--- config.mk ---
export PLATFORM = sky130hd
export DESIGN_NAME = gpio_irq_port
export DESIGN_NICKNAME = d
export VERILOG_FILES = /design/src/rtl/gpio_port_pkg.sv /design/src/rtl/gpio_pad_sync.sv /design/src/rtl/gpio_edge_detect.sv /design/src/rtl/gpio_irq_status.sv /design/src/rtl/gpio_bus_fsm.sv /design/src/rtl/gpio_irq_port.sv
export SDC_FILE = /design/constraint.sdc
export NUM_CORES = 1
export LEC_CHECK = 0
export BUFFER_PORTS_ARGS = -buffer_cell sky130_fd_sc_hd__buf_2
export CAP_MARGIN = 20
export CORE_UTILIZATION = 43
export CTS_CLUSTER_SIZE = 20
export DETAILED_ROUTE_END_ITERATION = 6
export PLACE_DENSITY = 0.61
export SLEW_MARGIN = 20
export SYNTH_ARGS = -nofsm -noshare
export SYNTH_HDL_FRONTEND = slang
export SYNTH_HIERARCHICAL = 1
export SYNTH_SLANG_ARGS = --single-unit
export TNS_END_PERCENT = 20
--- constraint.sdc ---
create_clock -name clk -period 5.3 [get_ports clk]
set_input_delay 0.53 -clock clk [delete_from_list [all_inputs] [get_ports clk]]
set_output_delay 0.53 -clock clk [all_outputs]
set_load 0.02 [all_outputs]
--- src/rtl/gpio_port_pkg.sv ---
package gpio_port_pkg;

    localparam int WORD_W    = 32;
    localparam int REG_SLOTS = 8;
    localparam int SLOT_W    = $clog2(REG_SLOTS);

    typedef enum logic [SLOT_W-1:0] {
        RS_DATA    = 3'd0,
        RS_DIR     = 3'd1,
        RS_PAD     = 3'd2,
        RS_TYPE_LO = 3'd3,
        RS_TYPE_HI = 3'd4,
        RS_MASK    = 3'd5,
        RS_STATUS  = 3'd6,
        RS_BOTH    = 3'd7
    } reg_slot_e;

    typedef enum logic [1:0] {
        DET_LOW  = 2'b00,
        DET_HIGH = 2'b01,
        DET_RISE = 2'b10,
        DET_FALL = 2'b11
    } det_mode_e;

    typedef enum logic {
        BUS_IDLE = 1'b0,
        BUS_RESP = 1'b1
    } bus_state_e;

endpackage

--- src/rtl/gpio_pad_sync.sv ---
module gpio_pad_sync #(
    parameter int W      = 32,
    parameter int STAGES = 2
) (
    input  logic         clk,
    input  logic         rst_n,
    input  logic [W-1:0] pad_i,
    output logic [W-1:0] level_o,
    output logic [W-1:0] prev_o
);

    logic [W-1:0] chain_q [STAGES];
    logic [W-1:0] prev_q;

    always_ff @(posedge clk) begin
        if (!rst_n) chain_q[0] <= '0;
        else        chain_q[0] <= pad_i;
    end

    for (genvar s = 1; s < STAGES; s++) begin : g_stage
        always_ff @(posedge clk) begin
            if (!rst_n) chain_q[s] <= '0;
            else        chain_q[s] <= chain_q[s-1];
        end
    end

    always_ff @(posedge clk) begin
        if (!rst_n) prev_q <= '0;
        else        prev_q <= chain_q[STAGES-1];
    end

    assign level_o = chain_q[STAGES-1];
    assign prev_o  = prev_q;

endmodule

--- src/rtl/gpio_edge_detect.sv ---
module gpio_edge_detect
    import gpio_port_pkg::*;
#(
    parameter int N_PINS = 32
) (
    input  logic [N_PINS-1:0] level_i,
    input  logic [N_PINS-1:0] prev_i,
    input  logic [WORD_W-1:0] type_lo_i,
    input  logic [WORD_W-1:0] type_hi_i,
    input  logic [N_PINS-1:0] both_i,
    output logic [N_PINS-1:0] hit_o
);

    localparam int PER_REG = WORD_W / 2;

    for (genvar p = 0; p < N_PINS; p++) begin : g_pin
        logic [1:0] field;
        det_mode_e  mode;

        if (p < PER_REG) begin : g_lo
            assign field = type_lo_i[2*p +: 2];
        end else begin : g_hi
            assign field = type_hi_i[2*(p-PER_REG) +: 2];
        end

        assign mode = det_mode_e'(field);

        always_comb begin
            if (both_i[p]) begin
                hit_o[p] = level_i[p] ^ prev_i[p];
            end else begin
                unique case (mode)
                    DET_LOW:  hit_o[p] = ~level_i[p];
                    DET_HIGH: hit_o[p] = level_i[p];
                    DET_RISE: hit_o[p] = level_i[p] & ~prev_i[p];
                    DET_FALL: hit_o[p] = ~level_i[p] & prev_i[p];
                endcase
            end
        end
    end

endmodule

--- src/rtl/gpio_irq_status.sv ---
module gpio_irq_status #(
    parameter int N_PINS = 32
) (
    input  logic              clk,
    input  logic              rst_n,
    input  logic [N_PINS-1:0] hit_i,
    input  logic [N_PINS-1:0] clear_i,
    output logic [N_PINS-1:0] status_o
);

    logic [N_PINS-1:0] status_q;

    always_ff @(posedge clk) begin
        if (!rst_n) status_q <= '0;
        else        status_q <= (status_q & ~clear_i) | hit_i;
    end

    assign status_o = status_q;

endmodule

--- src/rtl/gpio_bus_fsm.sv ---
module gpio_bus_fsm
    import gpio_port_pkg::*;
#(
    parameter int ADDR_W = 6
) (
    input  logic                 clk,
    input  logic                 rst_n,
    input  logic                 sel_i,
    input  logic                 wr_i,
    input  logic [ADDR_W-1:0]    addr_i,
    input  logic [WORD_W-1:0]    rd_word_i,
    output logic                 ready_o,
    output logic                 rvalid_o,
    output logic [WORD_W-1:0]    rdata_o,
    output logic [REG_SLOTS-1:0] wr_en_o,
    output reg_slot_e            slot_o,
    output logic                 slot_ok_o
);

    localparam int LSB_W = 2;

    bus_state_e        state_q, state_d;
    logic              accept;
    logic [WORD_W-1:0] rdata_q;

    assign slot_o    = reg_slot_e'(addr_i[LSB_W +: SLOT_W]);
    assign slot_ok_o = (addr_i[ADDR_W-1:LSB_W+SLOT_W] == '0);

    // state register
    always_ff @(posedge clk) begin
        if (!rst_n) state_q <= BUS_IDLE;
        else        state_q <= state_d;
    end

    // next state
    always_comb begin
        state_d = state_q;
        unique case (state_q)
            BUS_IDLE: if (sel_i && !wr_i) state_d = BUS_RESP;
            BUS_RESP: state_d = BUS_IDLE;
        endcase
    end

    // outputs
    always_comb begin
        ready_o  = 1'b0;
        rvalid_o = 1'b0;
        unique case (state_q)
            BUS_IDLE: ready_o  = 1'b1;
            BUS_RESP: rvalid_o = 1'b1;
        endcase
        accept  = sel_i && ready_o;
        wr_en_o = '0;
        if (accept && wr_i && slot_ok_o) wr_en_o[slot_o] = 1'b1;
    end

    always_ff @(posedge clk) begin
        if (!rst_n)                rdata_q <= '0;
        else if (accept && !wr_i)  rdata_q <= rd_word_i;
    end

    assign rdata_o = rdata_q;

endmodule

--- src/rtl/gpio_irq_port.sv ---
module gpio_irq_port
    import gpio_port_pkg::*;
#(
    parameter int N_PINS      = 32,
    parameter int ADDR_W      = 6,
    parameter int SYNC_STAGES = 2
) (
    input  logic              clk,
    input  logic              rst_n,
    input  logic              bus_sel,
    input  logic              bus_wr,
    input  logic [ADDR_W-1:0] bus_addr,
    input  logic [WORD_W-1:0] bus_wdata,
    output logic              bus_ready,
    output logic              bus_rvalid,
    output logic [WORD_W-1:0] bus_rdata,
    input  logic [N_PINS-1:0] pad_in,
    output logic [N_PINS-1:0] pad_oe,
    output logic [N_PINS-1:0] pad_out,
    output logic              irq
);

    logic [N_PINS-1:0]    data_q, dir_q, mask_q, both_q;
    logic [WORD_W-1:0]    type_lo_q, type_hi_q;
    logic [N_PINS-1:0]    level_s, prev_s, hit_vec, status_q, clear_vec;
    logic [REG_SLOTS-1:0] wr_en;
    reg_slot_e            slot;
    logic                 slot_ok;
    logic [WORD_W-1:0]    rd_word;

    gpio_pad_sync #(.W(N_PINS), .STAGES(SYNC_STAGES)) u_sync (
        .clk     (clk),
        .rst_n   (rst_n),
        .pad_i   (pad_in),
        .level_o (level_s),
        .prev_o  (prev_s)
    );

    gpio_edge_detect #(.N_PINS(N_PINS)) u_detect (
        .level_i   (level_s),
        .prev_i    (prev_s),
        .type_lo_i (type_lo_q),
        .type_hi_i (type_hi_q),
        .both_i    (both_q),
        .hit_o     (hit_vec)
    );

    gpio_irq_status #(.N_PINS(N_PINS)) u_status (
        .clk      (clk),
        .rst_n    (rst_n),
        .hit_i    (hit_vec),
        .clear_i  (clear_vec),
        .status_o (status_q)
    );

    gpio_bus_fsm #(.ADDR_W(ADDR_W)) u_bus (
        .clk       (clk),
        .rst_n     (rst_n),
        .sel_i     (bus_sel),
        .wr_i      (bus_wr),
        .addr_i    (bus_addr),
        .rd_word_i (rd_word),
        .ready_o   (bus_ready),
        .rvalid_o  (bus_rvalid),
        .rdata_o   (bus_rdata),
        .wr_en_o   (wr_en),
        .slot_o    (slot),
        .slot_ok_o (slot_ok)
    );

    assign clear_vec = wr_en[RS_STATUS] ? bus_wdata[N_PINS-1:0] : '0;

    always_ff @(posedge clk) begin
        if (!rst_n) begin
            data_q    <= '0;
            dir_q     <= '0;
            mask_q    <= '0;
            both_q    <= '0;
            type_lo_q <= '0;
            type_hi_q <= '0;
        end else begin
            if (wr_en[RS_DATA])    data_q    <= bus_wdata[N_PINS-1:0];
            if (wr_en[RS_DIR])     dir_q     <= bus_wdata[N_PINS-1:0];
            if (wr_en[RS_MASK])    mask_q    <= bus_wdata[N_PINS-1:0];
            if (wr_en[RS_BOTH])    both_q    <= bus_wdata[N_PINS-1:0];
            if (wr_en[RS_TYPE_LO]) type_lo_q <= bus_wdata;
            if (wr_en[RS_TYPE_HI]) type_hi_q <= bus_wdata;
        end
    end

    always_comb begin
        rd_word = '0;
        if (slot_ok) begin
            unique case (slot)
                RS_DATA:    rd_word[N_PINS-1:0] = data_q;
                RS_DIR:     rd_word[N_PINS-1:0] = dir_q;
                RS_PAD:     rd_word[N_PINS-1:0] = level_s;
                RS_TYPE_LO: rd_word             = type_lo_q;
                RS_TYPE_HI: rd_word             = type_hi_q;
                RS_MASK:    rd_word[N_PINS-1:0] = mask_q;
                RS_STATUS:  rd_word[N_PINS-1:0] = status_q;
                RS_BOTH:    rd_word[N_PINS-1:0] = both_q;
            endcase
        end
    end

    assign pad_oe  = dir_q;
    assign pad_out = data_q;
    assign irq     = |(status_q & mask_q);

endmodule

==> impl_metrics.toml <==
[clock_network]
clock_latency_ps = 570
h-tree-depth = 2
root_buffer = "clkbuf_16"
cts_buffers = 41
cts_tree = "done"
postCtsSetupBuffers = 0
path_clk_slew_ps = 60
cts.sinks = 353
ctsHoldBuffers = 0
cts_resized = 0
cts.path.max_buffers = 3

[critical_path]
cpMaxStageDelayCell = "nand2b_2"
cp.arrival_ps = 3190
worstPathRequired_ps = 5730
cp-end-kind = "flop"
path_class = "input port to flop"
crit_buf_inv = 1
crit_path_start_kind = "input port"
critPathMaxFanout = 66
max_stage_delay_ps = 870
critical_path.most_common_cell = "nor2_1"
cpLargestDelayFamily = "simple AND/OR/NAND/NOR gates"
crit_chain = "buf_4 > nand2b_2 > nor2_1 > a221oi_1 > nor2_1 > nand2_1 > mux2i_1"

[layout]
area_delta_synth_final_pct = 13.63
final_util = 0.5000
nets = 2089
drive_gt1_frac = 0.1511

[synthesis]
ys_warn_count = 6
syn_nets = 1969
syn_inst = 1831
postSynthAreaPerCell_um2 = 9.658
syn-cell-area_um2 = 17680

[power_and_ir_drop]
p_per_area_nw_per_um2 = 300.5
leakage_nw = 7.494
vdd_ir_drop_max_mv = 0.1885
power_w = 0.006038

[floorplan]
row_count = 73
die_area_um2 = 41940
die_w_um = 204.8
ioPinCount = 173
core_area_um2 = 40190
initial_utilization = 0.4400
dieHeight_um = 204.8

[timing]
drv_slew = 0
post-route-min-period_ps = 2763
finalSetupViolCount = 0
skew_ps = 31.44
hold_violations = 0
worst_pin_slew_ps = 1040
fmax_ghz = 0.3619
timing.hold.ws_ps = 164.3
worst_slack_ps = 2537
fin_setup_tns_ps = 0
fin_crit_sh = 0.5214
maxSlewHeadroom = 0.3052
rsz0062_at_grt = "no"

[route]
drt_iter0_drc = 984
dr_total_vias = 13410
ant_nets = 0
via_per_inst = 5.352
drt_wl_total_um = 53100
dr.pass1.iters = 5
drcViolationCount = 0
post_drt_wl_per_cell_um = 21.20

[global_route]
grt_pass1_wl_um = 79070
grt_pass1_vias = 12990
grt-ovfl-total = 0
grt_max_degree = 197
antenna_found_initial = 5
track_usage = 0.2517

[placement]
dp_slack_ps = 2122
io_buffers = 170
dp_hpwl_um = 36000
gp_congestion = 0.8539

[run]
maxCapViolations = 0

[outcome]
status = "finished clean"

[worst_hold_path]
hold_class = "input port to flop"
## flip-flops by register name (all words and copies together) (netlist names)
register,cells
pad_oe,32
type_hi_q,32
mask_q,32
u_bus/rdata_o,32
u_status/status_o,32
pad_out,32
u_sync/prev_o,32
u_bus/state_q,1
both_q,32
u_sync/chain_q,64
type_lo_q,32
## layout make-up
| cell class | count | area [um2] |
|---|---|---|
| multi-input cells | 1217 | 9469 |
| fillers | 3803 | 20090 |
| inverters | 145 | 544.3 |
| clock buffers | 65 | 1236 |
| well taps | 525 | 656.9 |
| clock inverters | 6 | 67.56 |
| flip-flops and latches | 353 | 7067 |
| repair buffers | 193 | 1051 |
| diodes | 1 | 2.502 |
## metal layers
metal	GRT usage	wire length (um)	vias to the layer above
li1	-	-	6471
met1	0.3458	25260	6462
met3	0.06045	3263	97
met4	0.09009	1673	4
met2	0.3809	22870	372
met5	0	27	-
## final timing paths
path / start / to / slack [ps] / depth (start not counted)
setup / recovery: bus_addr[3] / u_bus/rdata_o[3] / 2540 / 7
hold / removal: pad_in[17] / u_sync/chain_q[0][17] / 160 / 2
setup reg to reg: u_bus/state_q / u_status/status_o[21] / 3050 / 6
hold reg to reg: u_sync/chain_q[0][27] / u_sync/chain_q[1][27] / 430 / 1
## cell usage in the layout (no fill, tap or decap), types with 2 or more instances in the layout
master	count
a2111oi_0	8
a2111oi_1	24
a211o_1	27
a21oi_1	5
a221oi_1	32
a221oi_2	8
a22o_1	29
a22oi_1	17
and2_1	129
buf_2	167
buf_4	24
clkbuf_1	12
clkbuf_16	41
clkbuf_8	12
clkinvlp_4	2
dfxtp_1	353
ha_1	64
inv_1	145
inv_6	2
mux2_2	17
mux2_4	8
mux2i_1	287
mux4_2	3
nand2_1	74
nand2b_1	2
nand4_1	4
nor2_1	64
nor2b_1	283
nor3_2	5
nor3b_1	24
nor4_2	2
o21a_1	32
o21ai_0	32
o22ai_1	25
o2bb2ai_1	4
## report_power, final
group          internal [W]  switching (W)
clock network       0.00164        0.00113
registers           0.00272      0.0000601
logic              0.000205       0.000285
total               0.00456        0.00148
## stage by stage
step / instances / cell area (um2)
floorplan: 1831 / 17680
global placement: 2433 / 18790
detailed placement: 2433 / 18790
CTS: 2504 / 20090
global route: 2505 / 20090
finish: 2505 / 20090
Power figures use the tool's default switching activity.
